`config.mk`:
```
export PLATFORM = sky130hd
export DESIGN_NAME = i2c_irq_ctrl
export DESIGN_NICKNAME = d
export VERILOG_FILES = /design/src/rtl/i2c_irq_pkg.sv /design/src/rtl/irq_raw_bank.sv /design/src/rtl/irq_mask_reg.sv /design/src/rtl/irq_reg_port.sv /design/src/rtl/i2c_irq_ctrl.sv
export SDC_FILE = /design/constraint.sdc
export NUM_CORES = 1
export LEC_CHECK = 0
export CAP_MARGIN = 20
export CORE_MARGIN = 4
export CORE_UTILIZATION = 45
export CTS_CLUSTER_DIAMETER = 40
export CTS_CLUSTER_SIZE = 25
export DETAILED_ROUTE_END_ITERATION = 16
export DONT_BUFFER_PORTS = 1
export PLACE_DENSITY_LB_ADDON = 0.05
export SETUP_SLACK_MARGIN = 0.2
export SKIP_LAST_GASP = 1
export SYNTH_ARGS = -nofsm -noshare
export SYNTH_HDL_FRONTEND = slang
export SYNTH_SLANG_ARGS = --single-unit
export TNS_END_PERCENT = 5
```
`constraint.sdc`:
```
create_clock -name clk -period 2.3 [get_ports clk]
set_input_delay 0.46 -clock clk [delete_from_list [all_inputs] [get_ports clk]]
set_output_delay 0.46 -clock clk [all_outputs]
set_load 0.02 [all_outputs]
```
`src/rtl/i2c_irq_pkg.sv`:
```
package i2c_irq_pkg;
   localparam int unsigned IRQ_W = 32;

   // source placement in the raw word
   localparam logic [IRQ_W-1:0] EVT_MAP_DEF = 32'h131F_0008;
   localparam logic [IRQ_W-1:0] LVL_MAP_DEF = 32'h0000_0077;
   localparam logic [IRQ_W-1:0] CLR_MAP_DEF = 32'h131F_007F;
   localparam logic [IRQ_W-1:0] RSV_MAP_DEF = 32'hE000_0000;

   typedef enum logic [1:0] {
      SEL_MASK = 2'd0,
      SEL_RAW  = 2'd1,
      SEL_MSKD = 2'd2,
      SEL_CLR  = 2'd3
   } irq_sel_e;
endpackage

```
`src/rtl/irq_raw_bank.sv`:
```
module irq_raw_bank #(
   parameter int unsigned          DATA_W  = 32,
   parameter logic [DATA_W-1:0]    EVT_MAP = '0,
   parameter logic [DATA_W-1:0]    LVL_MAP = '0
) (
   input  logic              clk,
   input  logic              rst_n,
   input  logic [DATA_W-1:0] lvl_i,
   input  logic [DATA_W-1:0] evt_i,
   input  logic [DATA_W-1:0] clr_i,
   output logic [DATA_W-1:0] raw_o
);
   logic unused_bits;
   assign unused_bits = ^(lvl_i & ~LVL_MAP) ^ ^(evt_i & ~EVT_MAP) ^ ^(clr_i & ~EVT_MAP);

   if ((EVT_MAP & LVL_MAP) != '0) begin : g_overlap_err
      $error("irq_raw_bank: event and level maps overlap");
   end

   for (genvar i = 0; i < DATA_W; i++) begin : g_bit
      if (EVT_MAP[i]) begin : g_evt
         logic flag_q;
         always_ff @(posedge clk or negedge rst_n) begin
            if (!rst_n)         flag_q <= 1'b0;
            else if (evt_i[i])  flag_q <= 1'b1;
            else if (clr_i[i])  flag_q <= 1'b0;
         end
         assign raw_o[i] = flag_q;


         evt_hold_chk: assert property (@(posedge clk) disable iff (!rst_n)
            (raw_o[i] && !clr_i[i]) |=> raw_o[i]);

         set_wins_chk: assert property (@(posedge clk) disable iff (!rst_n)
            evt_i[i] |=> raw_o[i]);

         clear_takes_chk: assert property (@(posedge clk) disable iff (!rst_n)
            (clr_i[i] && !evt_i[i]) |=> !raw_o[i]);
      end else if (LVL_MAP[i]) begin : g_lvl
         assign raw_o[i] = lvl_i[i];
      end else begin : g_none
         assign raw_o[i] = 1'b0;
      end
   end
endmodule

```
`src/rtl/irq_mask_reg.sv`:
```
module irq_mask_reg #(
   parameter int unsigned       DATA_W  = 32,
   parameter logic [DATA_W-1:0] RSV_MAP = '0
) (
   input  logic              clk,
   input  logic              rst_n,
   input  logic              wr_en,
   input  logic [DATA_W-1:0] wdata,
   output logic [DATA_W-1:0] mask_o
);
   logic [DATA_W-1:0] mask_q;

   always_ff @(posedge clk or negedge rst_n) begin
      if (!rst_n)     mask_q <= '0;
      else if (wr_en) mask_q <= wdata & ~RSV_MAP;
   end
   assign mask_o = mask_q;


   mask_stable_chk: assert property (@(posedge clk) disable iff (!rst_n)
      !wr_en |=> $stable(mask_o));
endmodule

```
`src/rtl/irq_reg_port.sv`:
```
module irq_reg_port
   import i2c_irq_pkg::*;
#(
   parameter int unsigned       DATA_W  = 32,
   parameter logic [DATA_W-1:0] CLR_MAP = '0
) (
   input  logic [1:0]        sel,
   input  logic              wr,
   input  logic [DATA_W-1:0] wdata,
   input  logic [DATA_W-1:0] raw_i,
   input  logic [DATA_W-1:0] mask_i,
   output logic              mask_wr_o,
   output logic [DATA_W-1:0] clr_o,
   output logic [DATA_W-1:0] mskd_o,
   output logic [DATA_W-1:0] rdata_o
);
   irq_sel_e sel_e;
   assign sel_e     = irq_sel_e'(sel);
   assign mask_wr_o = wr && (sel_e == SEL_MASK);
   assign clr_o     = (wr && (sel_e == SEL_CLR)) ? (wdata & CLR_MAP) : '0;
   assign mskd_o    = raw_i & mask_i;

   always_comb begin
      unique case (sel_e)
         SEL_MASK: rdata_o = mask_i;
         SEL_RAW:  rdata_o = raw_i;
         SEL_MSKD: rdata_o = mskd_o;
         default:  rdata_o = '0;
      endcase
   end
endmodule

```
`src/rtl/i2c_irq_ctrl.sv`:
```
module i2c_irq_ctrl
   import i2c_irq_pkg::*;
#(
   parameter int unsigned       DATA_W  = IRQ_W,
   parameter logic [DATA_W-1:0] EVT_MAP = EVT_MAP_DEF,
   parameter logic [DATA_W-1:0] LVL_MAP = LVL_MAP_DEF,
   parameter logic [DATA_W-1:0] CLR_MAP = CLR_MAP_DEF,
   parameter logic [DATA_W-1:0] RSV_MAP = RSV_MAP_DEF
) (
   input  logic              clk,
   input  logic              rst_n,
   input  logic [DATA_W-1:0] lvl_i,
   input  logic [DATA_W-1:0] evt_i,
   input  logic [1:0]        reg_sel,
   input  logic              reg_wr,
   input  logic [DATA_W-1:0] reg_wdata,
   output logic [DATA_W-1:0] reg_rdata,
   output logic              irq_o
);
   localparam logic [DATA_W-1:0] SRC_MAP = EVT_MAP | LVL_MAP;

   if (DATA_W < 29) begin : g_width_err
      $error("i2c_irq_ctrl: DATA_W must hold bit 28");
   end
   if ((EVT_MAP & ~CLR_MAP) != '0) begin : g_clr_err
      $error("i2c_irq_ctrl: every event bit must be clearable");
   end
   if ((SRC_MAP & RSV_MAP) != '0) begin : g_rsv_err
      $error("i2c_irq_ctrl: a source sits on a reserved bit");
   end

   logic [DATA_W-1:0] raw_w, mask_w, clr_w, mskd_w;
   logic              mask_wr_w;

   irq_reg_port #(.DATA_W(DATA_W), .CLR_MAP(CLR_MAP)) port_i (
      .sel(reg_sel), .wr(reg_wr), .wdata(reg_wdata),
      .raw_i(raw_w), .mask_i(mask_w),
      .mask_wr_o(mask_wr_w), .clr_o(clr_w), .mskd_o(mskd_w), .rdata_o(reg_rdata)
   );

   irq_raw_bank #(.DATA_W(DATA_W), .EVT_MAP(EVT_MAP), .LVL_MAP(LVL_MAP)) bank_i (
      .clk(clk), .rst_n(rst_n), .lvl_i(lvl_i), .evt_i(evt_i),
      .clr_i(clr_w), .raw_o(raw_w)
   );

   irq_mask_reg #(.DATA_W(DATA_W), .RSV_MAP(RSV_MAP)) mask_i (
      .clk(clk), .rst_n(rst_n), .wr_en(mask_wr_w), .wdata(reg_wdata), .mask_o(mask_w)
   );

   assign irq_o = |mskd_w;


   unmapped_zero_chk: assert property (@(posedge clk) disable iff (!rst_n)
      (raw_w & ~SRC_MAP) == '0);
endmodule

```
==> impl_results.md <==
- Setup TNS: 0 ns
- Clock share of power: 0.283
- Reg2reg start: mask_i.mask_o[5]$_DFFE_PN0P_
- PwrDens: approximately 800 nW/um2
- Setup crit end: irq_o
- Top-area cell type share of the netlist area: 0.485
- Die W: approximately 74 um
- Die H: around 74 um
- Detailed placer's ending HPWL: between 2000 and 3000 um
- DRT iter0 DRCs: 65
- Min Hold Slack: between 0.007 and 0.008 ns
- H-tree Lvls: 2
- Wl on met1: 1650 um
- Warning count from the yosys run: 0
- Gpl congestion: 0.765
- Worst Path Arrival: about 1.5 ns
- RSZ-0062 raised after global routing: no
- CTS tree: yes
- Final Skew: 0 ns
- # port buffers: 0
- Dpl ws: about 0.5 ns
- Most frequent cells in the layout: 38 x dfrtp_1, 24 x nand2_1, 19 x mux2_1
- Worst-path clk slew: approximately 0.070 ns
- Layout Nets: 265
- Vias in the first global route: roughly 1300
- Comb pwr share: 0.209
- Max-cap violations: 0
- Vias per inst: 5.69
- Gr usage total: 0.158
- ANT nets after route: 0
- Global-route wire length before repair: 6550 um
- Crit path launch: mask_i.mask_o[5]$_DFFE_PN0P_
- Core box area: 4120 um2
- Initial Util: 0.476
- Reg2reg end: mask_i.mask_o[5]$_DFFE_PN0P_
- Area contributors post-synth: dfrtp_1 49%, mux2_1 11%, mux2_4 7.7%
- Ports: 134
- TritonCTS Buffers: 5
- Remaining global-route overflow: 0
- Area Overhead vs Synth: 5.04%
- Internal power: between 0.001 and 0.0015 W
- Peak Freq: 0.508 GHz
- Seq pwr share: 0.507
- Commonest non-fill, non-tap cell in the layout: dfrtp_1
- Die Area: between 5000 and 6000 um2
- Detailed Route WL: 4110 um
- Final Hold Vio Count: 0
- Hold Path Class: in -> async
- Initial antenna violation count: 1
- Slew Viols, Final: 0
- Clock sink total: 38
- CP max stage delay: a little over 0.6 ns
- Critical path depth in cells: 3
- VDD IR max: around 0.41 mV
- Sequential share of the synthesized area: 0.485
- WL/cell: 19.0 um
- Cell Area, Synth: around 2000 um2
- Clk_lat worst skew: 0.28 ns
- Met3 routed WL: roughly 360 um
- Worst path top cell family by delay: simple AND/OR/NAND/NOR gates
- Final period util: 0.856
- WP buf/inv: 0
- Post-route minimum period: roughly 2 ns
- # rows: 23
- Cell chain of the critical path: nand2_1 > nand4_1 > or4_4
- Leak pwr: around 0.89 nW
- Final core utilization: 0.500
- DR top layer: met4
- # setup viols final: 0
- Sw Share: 0.292
- WP data required: about 1.8 ns
- Crit Path Max Fanout: 4
- Worst setup SP type: register
- Share of post-route cells with drive strength above 1: 0.127
- Top cell type by total area after synthesis: dfrtp_1
- Maximum number of pins on one net before global-route repair: 39
- Met2 WL: between 2000 and 2500 um
- Final routed DRC violation total: 0
- Clock root cell: clkbuf_8
- Net switching power: about 0.00048 W
- Mapped Cells: about 170
- Mapped Avg Cell Area: around 12 um2
- Crit end category: output port
- CP Class: reg -> out
- Worst r2r path cells: 1
- DR vias: about 1200
- Yosys reg bits: 38
- Detailed Routing Iterations Pass 1: 4
- Unique masters post-synth: 22
- Post-CTS Setup Bufs: 0
- Reg2Reg Setup Slack: 1.47 ns
- Setup slack after layout: approximately 0.33 ns
- Status: completed
- Slowest cell on the critical path: or4_4
- Worst-case clock buffer depth: 2
[per-stage QoR]
stage / total power (W) / area [um2] / cells
finish: 0.00164 / 2060 / 216
global route: 0.00174 / 2060 / 216
CTS: 0.00167 / 2050 / 215
detailed placement: 0.00118 / 1940 / 206
global placement: 0.00116 / 1940 / 206
floorplan: 0.00114 / 1970 / 169
[cell type report]
class | instances | area (um2)
Sequential cell | 38 | 951
Antenna cell | 1 | 2.50
Clock buffer | 7 | 86.3
Timing Repair Buffer | 1 | 20.0
Inverter | 1 | 3.75
Clock inverter | 1 | 5.00
Tap cell | 50 | 62.6
Fill cell | 380 | 2060
Multi-Input combinational cell | 117 | 928
[cell families after synthesis]
| logic type | share of synthesized area |
|---|---|
| simple gates | 0.120 |
| compound gates | 0.0836 |
| other cells | 0.00191 |
| mux | 0.262 |
| flops | 0.485 |
| buf+inv | 0.0472 |
[worst min-delay path by stage]
| stage | startpoint | endpoint | slack, ns | depth (start not counted) |
|---|---|---|---|---|
| after floorplan | rst_n | bank_i.g_bit[16].g_evt.flag_q$_DFFE_PN0P_ | 0.16 | 0 |
| after global placement | rst_n | mask_i.mask_o[19]$_DFFE_PN0P_ | 0.17 | 0 |
| final | rst_n | mask_i.mask_o[16]$_DFFE_PN0P_ | 0.008 | 1 |
| after global routing | rst_n | mask_i.mask_o[16]$_DFFE_PN0P_ | 0.01 | 1 |
| after detailed placement | rst_n | mask_i.mask_o[19]$_DFFE_PN0P_ | 0.17 | 0 |
| after CTS | rst_n | mask_i.mask_o[19]$_DFFE_PN0P_ | 0.01 | 1 |
[flip-flops by register name, summed over array words and instances, names as in the netlist]
| name | flops |
|---|---|
| mask_i.mask_o | 29 |
| bank_i.g_bit.g_evt.flag_q | 9 |
[power groups by stage]
stage | registers [W] | clock network, W | logic (W)
after floorplan | 0.000825 | 0 | 0.000316
after global placement | 0.000838 | 0 | 0.000325
after detailed placement | 0.000845 | 0 | 0.000332
after CTS | 0.000834 | 0.000482 | 0.000350
after global routing | 0.000852 | 0.000509 | 0.000380
final | 0.000833 | 0.000465 | 0.000344
[metal layers]
metal | vias up | GRT usage
met4 | 0 | 0.0362
li1 | 575 | -
met2 | 53 | 0.253
met5 | - | 0
met3 | 5 | 0.0608
met1 | 597 | 0.202
[synthesized netlist by cell type]
cell      number
nand2_1       24
and2_4         1
and2_1        14
and3_1         1
conb_1         1
mux2i_1       15
nand3_1        1
mux2_4        10
buf_8          1
buf_4          5
a22o_1         1
nor2_4         1
inv_1          1
buf_6          1
or4_1          1
a21o_1         9
mux2_1        19
nand4_1        3
dfrtp_1       38
clkbuf_1       4
o22ai_1       14
buf_2          2
[timing repair]
item / 4_1_cts / 5_1_grt
setup endpoints to repair: 0 / 1
endpoints found under the hold margin: 38 / 0
hold buffers: 1 / 0
gates resized for setup: 0 / 1
No activity file was read; power rests on OpenSTA's default activity.
